File: config.mk
export PLATFORM = sky130hd
export DESIGN_NAME = lreq_ser
export DESIGN_NICKNAME = d
export VERILOG_FILES = /design/src/rtl/lreq_ser_pkg.sv /design/src/rtl/lreq_frame_build.sv /design/src/rtl/lreq_shifter.sv /design/src/rtl/lreq_ser.sv
export SDC_FILE = /design/constraint.sdc
export NUM_CORES = 1
export LEC_CHECK = 0
export BUFFER_PORTS_ARGS = -buffer_cell sky130_fd_sc_hd__buf_2
export CORE_UTILIZATION = 56
export CTS_CLUSTER_DIAMETER = 50
export DETAILED_ROUTE_END_ITERATION = 16
export PLACE_DENSITY = 0.88
export SLEW_MARGIN = 10
export SYNTH_ARGS = -nofsm -noshare
export SYNTH_HDL_FRONTEND = slang
export SYNTH_SLANG_ARGS = --single-unit
File: constraint.sdc
create_clock -name clk_i -period 2.9 [get_ports clk_i]
set_input_delay 0.29 -clock clk_i [delete_from_list [all_inputs] [get_ports clk_i]]
set_output_delay 0.29 -clock clk_i [all_outputs]
set_load 0.05 [all_outputs]
File: src/rtl/lreq_ser_pkg.sv
package lreq_ser_pkg;
  typedef enum logic [1:0] {
    KIND_BUS   = 2'd0,
    KIND_READ  = 2'd1,
    KIND_WRITE = 2'd2,
    KIND_ACCEL = 2'd3
  } req_kind_e;

  localparam int unsigned CODE_W = 3;
  localparam logic [CODE_W-1:0] CODE_BUS   = 3'b001;
  localparam logic [CODE_W-1:0] CODE_READ  = 3'b100;
  localparam logic [CODE_W-1:0] CODE_WRITE = 3'b101;
  localparam logic [CODE_W-1:0] CODE_ACCEL = 3'b110;
endpackage

File: src/rtl/lreq_frame_build.sv
module lreq_frame_build
  import lreq_ser_pkg::*;
#(
  parameter int unsigned ADDR_W  = 4,
  parameter int unsigned DATA_W  = 8,
  parameter int unsigned SPD_W   = 3,
  parameter int unsigned FRAME_W = 1 + CODE_W + ADDR_W + DATA_W + 1,
  parameter int unsigned LEN_W   = $clog2(FRAME_W + 1)
) (
  input  req_kind_e            kind_i,
  input  logic [ADDR_W-1:0]    addr_i,
  input  logic [DATA_W-1:0]    data_i,
  input  logic [SPD_W-1:0]     speed_i,
  input  logic                 accel_en_i,
  output logic [FRAME_W-1:0]   frame_o,
  output logic [LEN_W-1:0]     len_o
);
  localparam int unsigned READ_LEN  = 1 + CODE_W + ADDR_W + 1;
  localparam int unsigned BUS_LEN   = 1 + CODE_W + SPD_W + 1;
  localparam int unsigned ACCEL_LEN = 1 + CODE_W + 1 + 1;

  // frames are left aligned: frame_o[FRAME_W-1] leaves first
  always_comb begin
    unique case (kind_i)
      KIND_WRITE: begin
        frame_o = {1'b1, CODE_WRITE, addr_i, data_i, 1'b0};
        len_o   = LEN_W'(FRAME_W);
      end
      KIND_READ: begin
        frame_o = FRAME_W'({1'b1, CODE_READ, addr_i, 1'b0}) << (FRAME_W - READ_LEN);
        len_o   = LEN_W'(READ_LEN);
      end
      KIND_BUS: begin
        frame_o = FRAME_W'({1'b1, CODE_BUS, speed_i, 1'b0}) << (FRAME_W - BUS_LEN);
        len_o   = LEN_W'(BUS_LEN);
      end
      default: begin
        frame_o = FRAME_W'({1'b1, CODE_ACCEL, accel_en_i, 1'b0}) << (FRAME_W - ACCEL_LEN);
        len_o   = LEN_W'(ACCEL_LEN);
      end
    endcase
  end
endmodule

File: src/rtl/lreq_shifter.sv
module lreq_shifter #(
  parameter int unsigned FRAME_W = 17,
  parameter int unsigned LEN_W   = $clog2(FRAME_W + 1)
) (
  input  logic               clk_i,
  input  logic               rst_ni,
  input  logic               load_i,
  input  logic [FRAME_W-1:0] frame_i,
  input  logic [LEN_W-1:0]   len_i,
  output logic               lreq_o,
  output logic               busy_o
);
  logic [FRAME_W-1:0] sh_q;
  logic [LEN_W-1:0]   cnt_q;

  always_ff @(posedge clk_i or negedge rst_ni) begin
    if (!rst_ni) begin
      sh_q  <= '0;
      cnt_q <= '0;
    end else if (load_i) begin
      sh_q  <= frame_i;
      cnt_q <= len_i;
    end else if (cnt_q != '0) begin
      sh_q  <= {sh_q[FRAME_W-2:0], 1'b0};
      cnt_q <= cnt_q - LEN_W'(1);
    end
  end

  assign lreq_o = sh_q[FRAME_W-1];
  assign busy_o = (cnt_q != '0);

  // loaded length becomes the busy window
  assert_len_load_R8: assert property (@(posedge clk_i) disable iff (!rst_ni)
    load_i |=> cnt_q == $past(len_i));
  // an active frame is never restarted
  assert_no_restart_R9: assert property (@(posedge clk_i) disable iff (!rst_ni)
    (cnt_q != '0) |=> cnt_q == $past(cnt_q) - LEN_W'(1));
  // last bit of any frame is the 0 stop bit
  assert_stop_low_R4: assert property (@(posedge clk_i) disable iff (!rst_ni)
    (cnt_q == LEN_W'(1)) |-> !lreq_o);
endmodule

File: src/rtl/lreq_ser.sv
module lreq_ser
  import lreq_ser_pkg::*;
#(
  parameter int unsigned ADDR_W = 4,
  parameter int unsigned DATA_W = 8,
  parameter int unsigned SPD_W  = 3
) (
  input  logic              clk_i,
  input  logic              rst_ni,
  input  logic              start_i,
  input  logic [1:0]        kind_i,
  input  logic [ADDR_W-1:0] addr_i,
  input  logic [DATA_W-1:0] data_i,
  input  logic [SPD_W-1:0]  speed_i,
  input  logic              accel_en_i,
  output logic              busy_o,
  output logic              lreq_o
);
  localparam int unsigned FRAME_W = 1 + CODE_W + ADDR_W + DATA_W + 1;
  localparam int unsigned LEN_W   = $clog2(FRAME_W + 1);

  logic [FRAME_W-1:0] frame;
  logic [LEN_W-1:0]   len;
  logic               accept;

  assign accept = start_i && !busy_o;

  lreq_frame_build #(
    .ADDR_W(ADDR_W), .DATA_W(DATA_W), .SPD_W(SPD_W),
    .FRAME_W(FRAME_W), .LEN_W(LEN_W)
  ) u_build (
    .kind_i    (req_kind_e'(kind_i)),
    .addr_i    (addr_i),
    .data_i    (data_i),
    .speed_i   (speed_i),
    .accel_en_i(accel_en_i),
    .frame_o   (frame),
    .len_o     (len)
  );

  lreq_shifter #(.FRAME_W(FRAME_W), .LEN_W(LEN_W)) u_shift (
    .clk_i  (clk_i),
    .rst_ni (rst_ni),
    .load_i (accept),
    .frame_i(frame),
    .len_i  (len),
    .lreq_o (lreq_o),
    .busy_o (busy_o)
  );

  // line quiet outside frames
  assert_idle_low_R1: assert property (@(posedge clk_i) disable iff (!rst_ni)
    !busy_o |-> !lreq_o);
  // accepted request opens with a 1 and raises busy
  assert_start_bit_R2: assert property (@(posedge clk_i) disable iff (!rst_ni)
    accept |=> (lreq_o && busy_o));
endmodule

; ---- Yosys cells after proc, flatten, opt, wreduce, memory -nomap -nowiden
; Cells that the tools add are included.
[totals]
input_bits = 21
reg_bits = 22
wordCells = 16
[op_classes]
n_eq_ne = 2
add_sub_neg = 1
n_mux = 6
n_reduce_logical = 5
[op_table]
columns = cell, n
row1 = 16-bit one-hot mux with 3 select lines, 1
row2 = 17-bit 2-to-1 mux, 2
row3 = 5-bit one-hot mux with 3 select lines, 1
row4 = 5-bit 2-to-1 mux, 2
row5 = 5-bit nonzero test, 1
row6 = 5-bit by 1-bit subtractor with 5-bit output (second input constant), 1
row7 = 2-bit by 1-bit == test with 1-bit output (second input constant), 1
row8 = 2-bit == test (second input constant), 1
row9 = 2-bit zero test, 1
row10 = 2-bit nonzero test, 1
row11 = 1-bit logical AND, 1
row12 = 1-bit zero test, 1

; ---- Longest topological paths before layout
; Gate-level depths: netlist of the first run.
[logic_depth]
ltp_word = 4
mapped_depth = 8
depth_no_buf = 6

; ---- By module
; Synthesis of the first run repeated with hierarchy kept, for this count alone.
[unflattened]
cells_unflattened = 141
hier_area_um2 = 1350.0
[modules_own_cells]
columns = module, n_inst, area_each_um2, seq_area_each_um2, cells_per_inst
row1 = lreq_shifter, 1, 1059.8, 550.5, 101
row2 = lreq_frame_build, 1, 276.5, 0.0, 39
row3 = lreq_ser, 1, 13.8, 0.0, 1

; ---- Worst setup path before layout of the first run
; Ideal clock, no wire load.
[synth_timing]
kind = reg-to-output
start = register u_shift.cnt_q[0]
end = output port busy_o
setup_slack_ps = 1347
path_stages_with_launch = 7
arrival_ps = 1263
t_required_ps = 2610
cell_sequence = dfrtp_1 inv_1 ha_1 nor4b_4 inv_2 buf_6 buf_2
[synth_via]
elab_chain_cells = 1
[synth_rtl]
columns = item, line
row1 = start: declaration, lreq_shifter.sv:14  ; logic [LEN_W-1:0] cnt_q;
row2 = start signal: assignment, lreq_shifter.sv:22  ; cnt_q <= len_i;
row3 = start signal: assignment, lreq_shifter.sv:25  ; cnt_q <= cnt_q - LEN_W'(1);
row4 = 5-bit nonzero test, lreq_shifter.sv:30  ; assign busy_o = (cnt_q != '0);
row5 = end: declaration, lreq_ser.sv:16  ; output logic busy_o,
; Every way passes these cells.

; ---- Final worst setup path of the first run
; Ends and elaborated chain as after synthesis.

==> results.md, run 1 <==
* Largest family of logic cells by synthesized area: compound AO/OA/AOI/OAI gates
* Fin crit share at 79.3%
* CTS Buffer Depth at 2
* Sw Share at 37.7%
* PwrDens at 735 mW/mm²
* Layout cell share with drive strength beyond 1 at 22.0%
* Layout Skew at 0.00167 ns
* Vias/cell at 5.43
* Total negative slack at 0 ns
* Die width at 46.8 µm
* Critical Path Max Stage Delay at 0.41 ns
* Post-synthesis xor/xnor area fraction at 0.778%
* Mapped Cells at 120
* Crit path arrival time at 2.01 ns
* Area post-placement at 0.00123 mm²
* Top achievable clock speed at 0.435 GHz
* Post-synth net total at 147
* Seq pwr share at 48.8%
* Wirelength per Cell at 13.0 µm
* Final setup fails at 0
* CORE AREA at 0.00180 mm²
* First-pass iteration count of the detailed router at 4
* Vias in the first global route at 815
* CP Class: reg -> out
* Initial Util at 62.5%
* Largest net degree at the start of global routing at 30
* CP bufs+invs at 4
* I/O pins at 23
* Non-Filler Instances at 166
* Lkg Pwr at 0.000601 µW
* Quantity of gates resized following cts at 0
* Critical Path RT at 2.61 ns
* # H-tree levels at 1
* Finished Cell Area at 0.00127 mm²
* Most common cell after layout, fill and taps aside: buf_2
* Initial antenna violation count at 0
* Clock power share at 15.0%
* Post-CTS setup repair buffer count at 0
* Simple-gate share of the synthesized area at 13.6%
* Hold_buf cts at 1
* Max-cap violations at 0
* Crit-path max FO at 29
* Compound-Gate Fraction of Synth Area at 24.4%
* Slew @ Worst Pin at 0.476 ns
* Min-delay worst type: in -> reg
* Ant diodes at 0
* Post-route DRC at 0
* Cell total after placement at 161
* Final nets at 169
* Int Power at 582 µW
* Most frequent cells in the layout: buf_2, dfrtp_1, nand2_1, o21ai_1, a21oi_1
* Detailed-route via count at 901
* Total Power at 935 µW
* Layout area overhead at 12.9%
* Switching pwr at 353 µW
* Avg Inst Size Synth at 9.38 µm²
* Standard-cell rows at 15
* Sequential element share of the synthesized area at 46.7%
* Placer Congestion at 0.817
* Die Footprint at 0.00219 mm²
* Die height at 46.8 µm
* Fin. max-slew vios at 0
* Fin util at 70.6%
* Worst-path clk slew at 0.12 ns
* CTS tree: yes
* Clk Latency, worst-skew pair at 0.30 ns
* Synth Register Bits at 21
* VDD IR max at 0.419 mV
* Mux cell area share after synthesis at 1.89%
* Crit-path cells: inv_1 > ha_1 > nor4b_4 > buf_4 > inv_2 > buf_2
* DRT iter0 DRCs at 28
* Slew HR at 68.3%
* Slowest-stage cell, CP: dfrtp_1
* GRT overflow at 0
* Input/output buffers at 22
* Comb pwr share at 36.2%
* TritonCTS Buffers at 3
* Yosys warns at 0
* Dpl hpwl at 1.53 mm
* Minimum clock period at 2.30 ns
* Library cells used by synthesis at 30
* Sink Count at 21
* CP delay by family, top: buffers and inverters
* Synth Cell Area at 0.00113 mm²
* CP endpoint kind: output pin
* First-pass GRT wire length at 3.57 mm
* Final Hold Viols at 0
* Status: complete, no violations
* RSZ-0062 raised after global routing: false
* Startpoint Class: flop
* Post-synthesis adder-cell area fraction at 6.67%
* Post-route ant nets at 0
* CTS root buf: clkbuf_4
* Final wirelength at 2.16 mm
* Overall Global Routing Usage at 22.8%
==> registers in the layout, summed over array words and instances, names as in the netlist <==
register,flops
u_shift.cnt_q,5
u_shift.sh_q,16
==> tightest hold or removal path, delay by kind of cell <==
| kind | cells | cell delay, ns |
|---|---|---|
| and+or+nand+nor | 1 | 0.08 |
| AOI/OAI and AO/OA | 1 | 0.05 |
| buffers and inverters | 1 | 0.08 |
==> metal layers <==
| layer | wire length (µm) | share of wire [%] | global-route usage, % | up-vias |
|---|---|---|---|---|
| met1 | 1040 | 48 | 32.4 | 418 |
| met4 | 28 | 1.3 | 5.14 | 0 |
| li1 | - | - | - | 461 |
| met2 | 1040 | 48 | 36.7 | 18 |
| met3 | 53 | 2.5 | 3.85 | 4 |
| met5 | 0 | 0 | 0 | - |
==> power groups by stage <==
stage | clock, µW | sequential (µW) | combinational (µW)
after floorplan | 0 | 466 | 263
after global placement | 0 | 456 | 324
after detailed placement | 0 | 464 | 337
final | 140 | 456 | 338
after global routing | 159 | 470 | 382
after CTS | 147 | 457 | 340
==> logic make-up after synthesis <==
| kind of cell | count (synthesis) |
|---|---|
| buffers and inverters | 14 |
| AND/OR/NAND/NOR | 31 |
| XOR/XNOR | 1 |
| adder cells (fa/ha/maj) | 6 |
| multiplexers | 2 |
| AO/OA/AOI/OAI | 45 |
| flip-flops | 21 |
==> layout make-up <==
class                      instances  area (µm²)
timing repair buffer              24         128
sequential                        21         526
inverter                           7        26.3
multi-input combinational         85         533
clock buffer                       3        22.5
tap                               25        31.3
fill                             149         531
clock inverter                     1        5.00
==> through the flow <==
stage	setup WS (ns)	hold slack [ns]
after floorplan	1.35	-0.00559
after global placement	1.01	0.263
after detailed placement	0.924	0.269
after CTS	0.575	0.223
after global routing	0.459	0.225
final	0.601	0.234
==> worst paths after layout <==
kind	from	end	slack (ns)	cells after the start
max	u_shift.cnt_q[0]	busy_o	0.60	6
min	data_i[0]	u_shift.sh_q[1]	0.23	3
max reg2reg	u_shift.cnt_q[0]	u_shift.sh_q[10]	1.12	7
min reg2reg	u_shift.sh_q[14]	u_shift.sh_q[15]	0.50	2
max in group asynchronous	rst_ni	u_shift.sh_q[10]	2.11	2
min in group asynchronous	rst_ni	u_shift.sh_q[15]	0.47	2
==> synthesized netlist by cell type (all sizes together) <==
library cell  number  area (µm²)
xnor2              1        8.76
mux2i              1        10.0
a221o              1        10.0
nor2b              2        12.5
o21ai             17        85.1
and2               1        6.26
nand2b             1        6.26
o211ai             2        15.0
dfrtp             21         526
and3b              1        8.76
inv                7        26.3
buf                5        33.8
nand2             17        63.8
o22a               2        17.5
nor4b              1        23.8
mux2               1        11.3
nor3               1        5.00
a211oi             1        7.51
a21oi             10        50.1
ha                 6        75.1
a21o               2        15.0
a22oi              8        60.1
clkbuf             2        7.51
o31a               1        8.76
nor2               7        26.3
a31oi              1        6.26
Note: power is estimated with default switching activity, not from simulation.
==> run 2: changes to the inputs <==
--- a/config.mk
+++ b/config.mk
@@ -6,10 +6,10 @@
 export NUM_CORES = 1
 export LEC_CHECK = 0
 export BUFFER_PORTS_ARGS = -buffer_cell sky130_fd_sc_hd__buf_2
-export CORE_UTILIZATION = 56
+export CORE_UTILIZATION = 48
 export CTS_CLUSTER_DIAMETER = 50
 export DETAILED_ROUTE_END_ITERATION = 16
-export PLACE_DENSITY = 0.88
+export PLACE_DENSITY = 0.81
 export SLEW_MARGIN = 10
 export SYNTH_ARGS = -nofsm -noshare
 export SYNTH_HDL_FRONTEND = slang
==> constraint.sdc (replaced) <==
create_clock -name clk_i -period 2 [get_ports clk_i]
set_input_delay 0.2 -clock clk_i [delete_from_list [all_inputs] [get_ports clk_i]]
set_output_delay 0.2 -clock clk_i [all_outputs]
set_load 0.05 [all_outputs]
==> run 2 against run 1 <==
  * Worst setup slack got worse by 0.48 ns
  * First-iteration DRC count decreased by 39%
  * Clock skew increased by 0.0017 ns
  * Hold slack got worse by 0.11 ns
  * Non-clock buffer count increased by 1
  * Highest routed layer unchanged
==> results.md, run 2 (synthesized netlist as in run 1, its figures left out) <==
* Post-route ant nets at 0 (unchanged)
* Final Hold Viols at 0 (unchanged)
* Total negative slack at 0 ns (unchanged)
* Reg2Reg Setup Slack at 0.41 ns (was 1.12 ns)
* Fin crit share at 93.9%
* Sink Count at 21 (unchanged)
* Standard-cell rows at 17 (was 15)
* Clock power share at 14.6% (was 15.0%)
* Placer Congestion at 0.770 (was 0.817)
* Top achievable clock speed at 0.532 GHz
* Ant diodes at 0 (unchanged)
* VDD IR max at 0.581 mV (was 0.419 mV)
* First-pass GRT wire length at 3.88 mm (was 3.57 mm)
* Switching pwr at 522 µW (was 353 µW)
* Slew @ Worst Pin at 0.460 ns (was 0.476 ns)
* GRT overflow at 0 (unchanged)
* Register area at 526 µm² (unchanged)
* TritonCTS Buffers at 3 (unchanged)
* Area of the multi-input gates at 533 µm² (unchanged)
* Critical Path Max Stage Delay at 0.43 ns (was 0.41 ns)
* Layout cell share with drive strength beyond 1 at 21.8% (was 22.0%)
* Clk Latency, worst-skew pair at 0.30 ns (about the same)
* First-pass iteration count of the detailed router at 5 (was 4)
* Layout Skew at 0.00337 ns (was 0.00167 ns)
* Critical Path RT at 1.80 ns (was 2.61 ns)
* CP delay by family, top: buffers and inverters (unchanged)
* Startpoint Class: flop (unchanged)
* Fin util at 58.1% (was 70.6%)
* R2R cell count at 6 (was 7)
* DRT iter0 DRCs at 17 (was 28)
* Vias in the first global route at 867 (was 815)
* Slowest-stage cell, CP: dfrtp_1 (unchanged)
* RR Startpoint: u_shift.cnt_q[0] (unchanged)
* Top Registers: u_shift.sh_q: 16 flops, u_shift.cnt_q: 5 flops (unchanged)
* RR Endpoint: u_shift.sh_q[11] (was u_shift.sh_q[10])
* CP endpoint kind: output pin (unchanged)
* Int Power at 860 µW (was 582 µW)
* CTS Buffer Depth at 2 (unchanged)
* Hold Path Origin: data_i[0] (unchanged)
* FILL cells at 207 (was 149)
* CTS root buf: clkbuf_4 (unchanged)
* Worst-path clk slew at 0.11 ns (was 0.12 ns)
* Worst Hold Endpoint: u_shift.sh_q[1] (unchanged)
* Final wirelength at 2.24 mm (was 2.16 mm)
* Input/output buffers at 22 (unchanged)
* Detailed-route via count at 934 (was 901)
* Wirelength per Cell at 13.2 µm (was 13.0 µm)
* Vias/cell at 5.49 (was 5.43)
* Post-CTS setup repair buffer count at 0 (unchanged)
* Max reg flops at 16 (unchanged)
* Hold path cells at 3 (unchanged)
* Crit path arrival time at 1.68 ns (was 2.01 ns)
* Biggest register: u_shift.sh_q (unchanged)
* Minimum clock period at 1.88 ns
* Fin. max-slew vios at 0 (unchanged)
* # H-tree levels at 1 (unchanged)
* Sw Share at 37.8% (was 37.7%)
* CTS tree: yes (unchanged)
* CORE AREA at 0.00221 mm² (was 0.00180 mm²)
* PwrDens at 1070 mW/mm² (was 735 mW/mm²)
* CP bufs+invs at 3 (was 4)
* RSZ-0062 raised after global routing: false (unchanged)
* Seq pwr share at 48.4% (was 48.8%)
* Final setup fails at 0 (unchanged)
* Initial Util at 50.9% (was 62.5%)
* Post-route DRC at 0 (unchanged)
* Largest net degree at the start of global routing at 22 (was 30)
* Min-delay worst type: in -> reg (unchanged)
* Slew HR at 69.3% (was 68.3%)
* Crit-path cells: inv_1 > ha_1 > nor4b_4 > inv_4 > buf_4 (was inv_1 > ha_1 > nor4b_4 > buf_4 > inv_2 > buf_2)
* I/O pins at 23 (unchanged)
* Layout area overhead at 14.2% (was 12.9%)
* Overall Global Routing Usage at 20.4% (was 22.8%)
* Dpl hpwl at 1.65 mm (was 1.53 mm)
* Crit-path max FO at 18 (was 29)
* Final nets at 170 (was 169)
* Status: complete, no violations (unchanged)
* CP Class: reg -> out (unchanged)
* Max-cap violations at 0 (unchanged)
* Comb pwr share at 37.0% (was 36.2%)
* Most frequent cells in the layout: buf_2, dfrtp_1, nand2_1, o21ai_1, a21oi_1 (unchanged)
* Die height at 50.4 µm (was 46.8 µm)
* Lkg Pwr at 0.000605 µW (was 0.000601 µW)
* Die width at 50.4 µm (was 46.8 µm)
* Initial antenna violation count at 0 (unchanged)
* Die Footprint at 0.00254 mm² (was 0.00219 mm²)
-- run 2: cell types whose count changed in the layout (fill, tap and decap cells not counted) --
cell	before	now
inv_4	0	1
buf_4	1	3
clkinv_2	1	0
buf_2	22	21
clkbuf_1	0	1
inv_2	2	1
-- run 2: timing repair --
item                                    4_1_cts  5_1_grt
endpoints found under the hold margin        21        0
hold buffers                                  1        0
resized for setup                             0        3
endpoints found under the setup margin        0        1
-- run 2: how the worst max path moves through the flow --
| stage | start | end | slack [ns] | cells past startpoint |
|---|---|---|---|---|
| final | u_shift.cnt_q[0] | busy_o | 0.12 | 5 |
| after global routing | u_shift.cnt_q[0] | busy_o | 0.01 | 5 |
| after CTS | u_shift.cnt_q[0] | busy_o | 0.08 | 5 |
| after detailed placement | u_shift.cnt_q[0] | u_shift.sh_q[11] | 0.41 | 6 |
| after global placement | u_shift.cnt_q[0] | busy_o | 0.49 | 5 |
| after floorplan | u_shift.cnt_q[0] | u_shift.sh_q[15] | 0.45 | 8 |
-- run 2: worst min-delay path, stage by stage --
cell and delay [ns]:
buf_2 0.07, a22oi_1 0.05, nor2_1 0.08
-- run 2: layout make-up --
type,instances,area share [%]
Clock buffer,4,2.04
Inverter,7,2.24
Multi-Input combinational cell,85,41.4
Sequential cell,21,40.9
Tap cell,28,2.72
Timing Repair Buffer,25,10.7
-- run 2: per-layer routing --
metal	GRT usage (%)	vias to the layer above	part of all wire, %
met5	0	-	0
met4	8.33	0	1.5
met3	3.64	4	2.7
met2	32.4	20	48
met1	27.5	448	48
li1	-	462	-
-- run 2: power groups by stage --
stage	Sequential [µW]	Combinational [µW]	Clock [µW]
CTS	665	506	208
finish	669	511	202
detailed placement	671	506	0
global placement	662	485	0
floorplan	676	381	0
global route	682	578	225
-- run 2: stage by stage --
stage | cells | power, µW | hold WS, ns | setup slack, ns | cell area, µm²
3_3_place_gp | 165 | 1150 | 0.172 | 0.487 | 1240
4_1_cts | 170 | 1380 | 0.127 | 0.0846 | 1280
3_5_place_dp | 165 | 1180 | 0.176 | 0.413 | 1240
2_1_floorplan | 120 | 1060 | -0.0956 | 0.448 | 1130
6_report | 170 | 1380 | 0.127 | 0.121 | 1290
5_1_grt | 170 | 1480 | 0.118 | 0.0123 | 1290
